<file path="src/rtl/atu_pkg.sv">
package atu_pkg;
  // Configuration operation selector carried on cfg_op
  typedef enum logic {
    CFG_ENTRY = 1'b0,
    CFG_PID   = 1'b1
  } cfg_op_e;
endpackage

</file>
<file path="src/rtl/atu_table.sv">
// Per-process page tables held in flops; one entry per (process, page).
module atu_table #(
  parameter int PROC_W  = 2,
  parameter int PAGE_W  = 5,
  parameter int FRAME_W = 8,
  localparam int IDX_W  = PROC_W + PAGE_W,
  localparam int NENT   = 1 << IDX_W
) (
  input  logic               clk,
  input  logic               rst_n,
  input  logic               wr_en,
  input  logic [PROC_W-1:0]  wr_proc,
  input  logic [PAGE_W-1:0]  wr_page,
  input  logic               wr_present,
  input  logic [FRAME_W-1:0] wr_frame,
  input  logic [PROC_W-1:0]  rd_proc,
  input  logic [PAGE_W-1:0]  rd_page,
  output logic               rd_present,
  output logic [FRAME_W-1:0] rd_frame
);
  function automatic logic [IDX_W-1:0] slot(input logic [PROC_W-1:0] p,
                                             input logic [PAGE_W-1:0] g);
    return {p, g};
  endfunction

  logic               pres_q  [NENT];
  logic [FRAME_W-1:0] frame_q [NENT];

  logic [IDX_W-1:0] wr_idx;
  logic [IDX_W-1:0] rd_idx;
  assign wr_idx = slot(wr_proc, wr_page);
  assign rd_idx = slot(rd_proc, rd_page);

  for (genvar e = 0; e < NENT; e++) begin : g_ent
    always_ff @(posedge clk) begin
      if (!rst_n) begin
        pres_q[e]  <= 1'b0;
        frame_q[e] <= '0;
      end else if (wr_en && wr_idx == IDX_W'(e)) begin
        pres_q[e]  <= wr_present;
        frame_q[e] <= wr_frame;
      end
    end
  end

  assign rd_present = pres_q[rd_idx];
  assign rd_frame   = frame_q[rd_idx];
endmodule

</file>
<file path="src/rtl/atu_gate.sv">
// Privilege gate for configuration writes; owns the current-process register.
module atu_gate #(
  parameter int PROC_W = 2
) (
  input  logic              clk,
  input  logic              rst_n,
  input  logic              sys_mode,
  input  logic              cfg_we,
  input  atu_pkg::cfg_op_e  cfg_op,
  input  logic [PROC_W-1:0] cfg_proc,
  output logic              entry_we,
  output logic [PROC_W-1:0] cur_pid,
  output logic              priv_viol
);
  import atu_pkg::*;

  logic allowed;
  logic refused;
  assign allowed  = cfg_we && sys_mode;
  assign refused  = cfg_we && !sys_mode;
  assign entry_we = allowed && (cfg_op == CFG_ENTRY);

  always_ff @(posedge clk) begin
    if (!rst_n) begin
      cur_pid   <= '0;
      priv_viol <= 1'b0;
    end else begin
      priv_viol <= refused;
      if (allowed && cfg_op == CFG_PID) cur_pid <= cfg_proc;
    end
  end
endmodule

</file>
<file path="src/rtl/atu_xlate.sv">
// Paged address translation: virtual page -> frame for the current process.
module atu_xlate #(
  parameter int VA_W    = 16,
  parameter int OFF_W   = 11,
  parameter int NPROC   = 4,
  parameter int FRAME_W = 8,
  localparam int PAGE_W = VA_W - OFF_W,
  localparam int PROC_W = (NPROC > 1) ? $clog2(NPROC) : 1,
  localparam int PA_W   = FRAME_W + OFF_W
) (
  input  logic               clk,
  input  logic               rst_n,
  input  logic               acc_valid,
  input  logic [VA_W-1:0]    acc_vaddr,
  output logic               mem_valid,
  output logic [PA_W-1:0]    mem_paddr,
  output logic               mem_fault,
  input  logic               sys_mode,
  input  logic               cfg_we,
  input  logic               cfg_op,
  input  logic [PROC_W-1:0]  cfg_proc,
  input  logic [PAGE_W-1:0]  cfg_page,
  input  logic               cfg_present,
  input  logic [FRAME_W-1:0] cfg_frame,
  output logic               priv_viol
);
  import atu_pkg::*;

  function automatic logic [PAGE_W-1:0] page_of(input logic [VA_W-1:0] va);
    return va[VA_W-1:OFF_W];
  endfunction

  function automatic logic [OFF_W-1:0] off_of(input logic [VA_W-1:0] va);
    return va[OFF_W-1:0];
  endfunction

  function automatic logic [PA_W-1:0] join_pa(input logic [FRAME_W-1:0] f,
                                              input logic [OFF_W-1:0] o);
    return {f, o};
  endfunction

  // Named internal events for the checker
  logic [PAGE_W-1:0]  va_page;
  logic [OFF_W-1:0]   va_off;
  logic [PROC_W-1:0]  cur_pid;
  logic               entry_we;
  logic               tab_present;
  logic [FRAME_W-1:0] tab_frame;
  logic               hit;
  logic               miss;

  assign va_page = page_of(acc_vaddr);
  assign va_off  = off_of(acc_vaddr);

  atu_gate #(.PROC_W(PROC_W)) u_gate (
    .clk       (clk),
    .rst_n     (rst_n),
    .sys_mode  (sys_mode),
    .cfg_we    (cfg_we),
    .cfg_op    (cfg_op_e'(cfg_op)),
    .cfg_proc  (cfg_proc),
    .entry_we  (entry_we),
    .cur_pid   (cur_pid),
    .priv_viol (priv_viol)
  );

  atu_table #(.PROC_W(PROC_W), .PAGE_W(PAGE_W), .FRAME_W(FRAME_W)) u_tab (
    .clk        (clk),
    .rst_n      (rst_n),
    .wr_en      (entry_we),
    .wr_proc    (cfg_proc),
    .wr_page    (cfg_page),
    .wr_present (cfg_present),
    .wr_frame   (cfg_frame),
    .rd_proc    (cur_pid),
    .rd_page    (va_page),
    .rd_present (tab_present),
    .rd_frame   (tab_frame)
  );

  assign hit  = acc_valid && tab_present;
  assign miss = acc_valid && !tab_present;

  assign mem_valid = hit;
  assign mem_fault = miss;
  assign mem_paddr = hit ? join_pa(tab_frame, va_off) : '0;
endmodule

</file>
<file path="config.mk">
export PLATFORM = sky130hd
export DESIGN_NAME = atu_xlate
export DESIGN_NICKNAME = d
export VERILOG_FILES = /design/src/rtl/atu_pkg.sv /design/src/rtl/atu_table.sv /design/src/rtl/atu_gate.sv /design/src/rtl/atu_xlate.sv
export SDC_FILE = /design/constraint.sdc
export NUM_CORES = 2
export LEC_CHECK = 0
export ABC_CLOCK_PERIOD_IN_PS = 7900
export BUFFER_PORTS_ARGS = -buffer_cell sky130_fd_sc_hd__buf_2
export CAP_MARGIN = 20
export CELL_PAD_IN_SITES_DETAIL_PLACEMENT = 1
export CELL_PAD_IN_SITES_GLOBAL_PLACEMENT = 1
export CORE_UTILIZATION = 41
export CTS_CLUSTER_DIAMETER = 60
export DETAILED_ROUTE_END_ITERATION = 12
export GPL_ROUTABILITY_DRIVEN = 0
export HOLD_SLACK_MARGIN = 0.08
export MAX_ROUTING_LAYER = met4
export PLACE_DENSITY_LB_ADDON = 0.1
export SLEW_MARGIN = 0
export SYNTH_ARGS = -nofsm -noshare
export SYNTH_HDL_FRONTEND = slang
export SYNTH_SLANG_ARGS = --single-unit
</file>
<file path="constraint.sdc">
create_clock -name clk -period 7.9 [get_ports clk]
set_input_delay 0.79 -clock clk [delete_from_list [all_inputs] [get_ports clk]]
set_output_delay 0.79 -clock clk [all_outputs]
set_load 0.02 [all_outputs]
</file>
==> impl_metrics.toml <==
[synth]
synth_edf_count = 1151
muxShareOfSynthArea_pct = 12.34
syn_inst = 3725
yosysTopAreaCellShare_pct = 63.65
seq_area_frac_synth_pct = 63.80
synth_fa_ha_area_share_pct = 0
synth-xor-area-share_pct = 0
ys_ff_latch = 1155
syn_area_per_cell_um2 = 14.58
yosysMostFrequentCell = "edfxtp_1"
synth_simple_gate_area_share_pct = 15.39
synth.area.top_cells = "edfxtp_1, and3_1, mux4_2, and2_1, clkbuf_1"
synthArstFlopShare_pct = 0
synth_flop_cell = "edfxtp_1"
synth_common_cells = "edfxtp_1, and3_1, clkbuf_1"
syn_area_mm2 = 0.05430
syn-num-nets = 3763
synth_compound_area_share_pct = 4.484
synth_top_family_by_area = "simple AND/OR/NAND/NOR gates"
yosys.area.top_type = "edfxtp_1"
synth_warnings = 0
synth_cell_types = 63

[sta]
slew_headroom_pct = 24.71
setup_ws_ns = 2.091
finalClockSkew_ns = 0
hold_viol_final = 0
rsz0062_at_grt = "false"
worst_slew_pin_slew_ns = 1.118
fmaxAchievable_ghz = 0.1721
finalSetupViolCount = 0
finalCriticalPeriod_ns = 5.809
slew_violations = 0
finalCritPeriodShare_pct = 73.53
fin_setup_tns_ns = 0

[clock_network]
cts_tree = "built"
cts_setup_buffers = 0
cts.path.max_buffers = 3
clk_pin_slew_ns = 0.06
numCtsBuffers = 140
postCtsHoldBufs = 0
insertion_delay_ns = 0.77
cts.htree.levels = 4
clock_sinks = 1155
root_buffer = "clkbuf_16"
cts_resized = 0

[global_route]
met3_usage_pct = 4.541
use_met2_pct = 41.41
top_usage_layer = "met2"
antenna_found_initial = 15
grt_max_degree = 109
grt_pass1_wl_um = 259300
grt_usage_pct = 27.67
grt_pass1_vias = 35290
grt_overflow_total = 0
use_met1_pct = 38.66

[critical_path]
slowest_stage = "a21oi_1"
worstPathArrival_ns = 5.02
endpoint_kind = "primary output"
critPathLaunchType = "input port"
critPathKind = "in2out"
worst-path-max-fanout = 74
cpLargestDelayFamily = "compound AO/OA/AOI/OAI gates"
cp_cell_sequence = "buf_8, buf_4, mux4_2, a22o_1, a221oi_1, o21ai_0, a21oi_1, nor4b_2, buf_2"
slowest_delay_ns = 0.72
path_buf_inv = 3
critical_path_required_ns = 7.11

[detailed_routing]
wl_per_cell_um = 32.71
drt-pass1-iter-count = 5
antenna_left = 0
routed_wl_um = 181700
drtIter0Drc = 4181
drc = 0
viasPerCell = 6.183
dr_total_vias = 34350

[pwr]
p_total_uw = 14530
power_leakage_uw = 0.02376
power.density_mw_per_mm2 = 238.7
ir_drop_mv = 0.2244

[placement]
io_buffers = 59
dpl.cell_count = 5295
dp_hpwl_um = 109400
place_ws_ns = 1.964

[floorplan]
io_pins = 60
die_y_um = 365.9
die_x_um = 365.9
die_area_mm2 = 0.1339
row_count = 133
start_util_pct = 41.30
coreArea_mm2 = 0.1315

[hold_path]
worstHoldPathType = "in2reg"

[final_layout]
final_cells = 5555
area_growth_pct = 12.13
fillers = 12750
drive_above_1_share_pct = 19.02
final_nets = 3722

[run_status]
status = "complete, no violations"

[flow_run]
drv_cap = 0
-- cell type report --
| cell class | instances | area (um2) | area share, % |
|---|---|---|---|
| diodes | 9 | 22.52 | 0.03699 |
| clock buffers | 172 | 3815 | 6.266 |
| flip-flops and latches | 1155 | 34640 | 56.90 |
| repair buffers | 262 | 1928 | 3.167 |
| inverters | 6 | 22.52 | 0.03699 |
| multi-input cells | 2119 | 17660 | 29.00 |
| well taps | 1755 | 2196 | 3.607 |
| clock inverters | 77 | 598.1 | 0.9823 |
-- registers in the layout, indices dropped and copies added, names as in the netlist --
register and count:
u_gate.priv_viol 1, u_tab.frame_q 1024, u_tab.pres_q 128, u_gate.cur_pid 2
-- power breakdown --
part / switching [uW] / internal [uW] / leakage (uW)
registers: 95.9 / 7030 / 0.0110
clock network: 2580 / 3680 / 0.00216
logic: 767 / 376 / 0.0106
total: 3450 / 11100 / 0.0238
-- path summary, 6_finish.rpt --
| kind | startpoint | end | slack (ns) | depth (start not counted) |
|---|---|---|---|---|
| max | acc_vaddr[11] | mem_paddr[14] | 2.09 | 9 |
| min | sys_mode | u_gate.priv_viol | 0.19 | 2 |
| max reg2reg | u_gate.cur_pid[0] | u_gate.cur_pid[0] | 6.30 | 3 |
| min reg2reg | u_tab.pres_q[64] | u_tab.pres_q[64] | 0.56 | 2 |
-- routing by layer --
| metal | wire length (um) | vias up |
|---|---|---|
| met5 | 0 | - |
| met4 | 5209 | 0 |
| met3 | 13440 | 270 |
| met2 | 83420 | 1417 |
| met1 | 79610 | 18260 |
| li1 | - | 14400 |
-- placed cells by master, fill, tap and decap left out, types with 17 or more instances in the layout --
cell type	instances
buf_2	46
buf_4	209
clkbuf_16	149
mux4_2	205
clkinv_2	25
o21ai_0	145
mux2i_1	120
a21oi_1	37
a221oi_1	18
nand2_1	33
and3_1	876
clkbuf_1	23
clkinv_1	35
edfxtp_1	1151
a22oi_1	60
nor2_1	62
mux4_1	28
nor2b_1	19
nor2_4	17
and2_1	291
nand3_1	24
-- stage by stage --
| stage | instance area [um2] | hold slack, ns | util, % |
|---|---|---|---|
| global route | 60870 | 0.1599 | 46.30 |
| CTS | 60830 | 0.1249 | 46.27 |
| floorplan | 54300 | 0.4444 | - |
| finish | 60880 | 0.1897 | 46.31 |
| global placement | 56380 | 0.5183 | 42.89 |
| detailed placement | 56420 | 0.5274 | 42.92 |
-- cells by family after synthesis --
kind of cell / Yosys count
flops: 1155
buf+inv: 451
compound gates: 372
mux: 366
simple gates: 1381
-- worst reg2reg max path: cells and delay by family (launching register included) --
kind / cells / cell delay, ns
buffers and inverters: 1 / 0.38
muxes: 1 / 0.12
DFF: 1 / 0.93
and+or+nand+nor: 1 / 0.10
(Power assumes the default switching activity.)
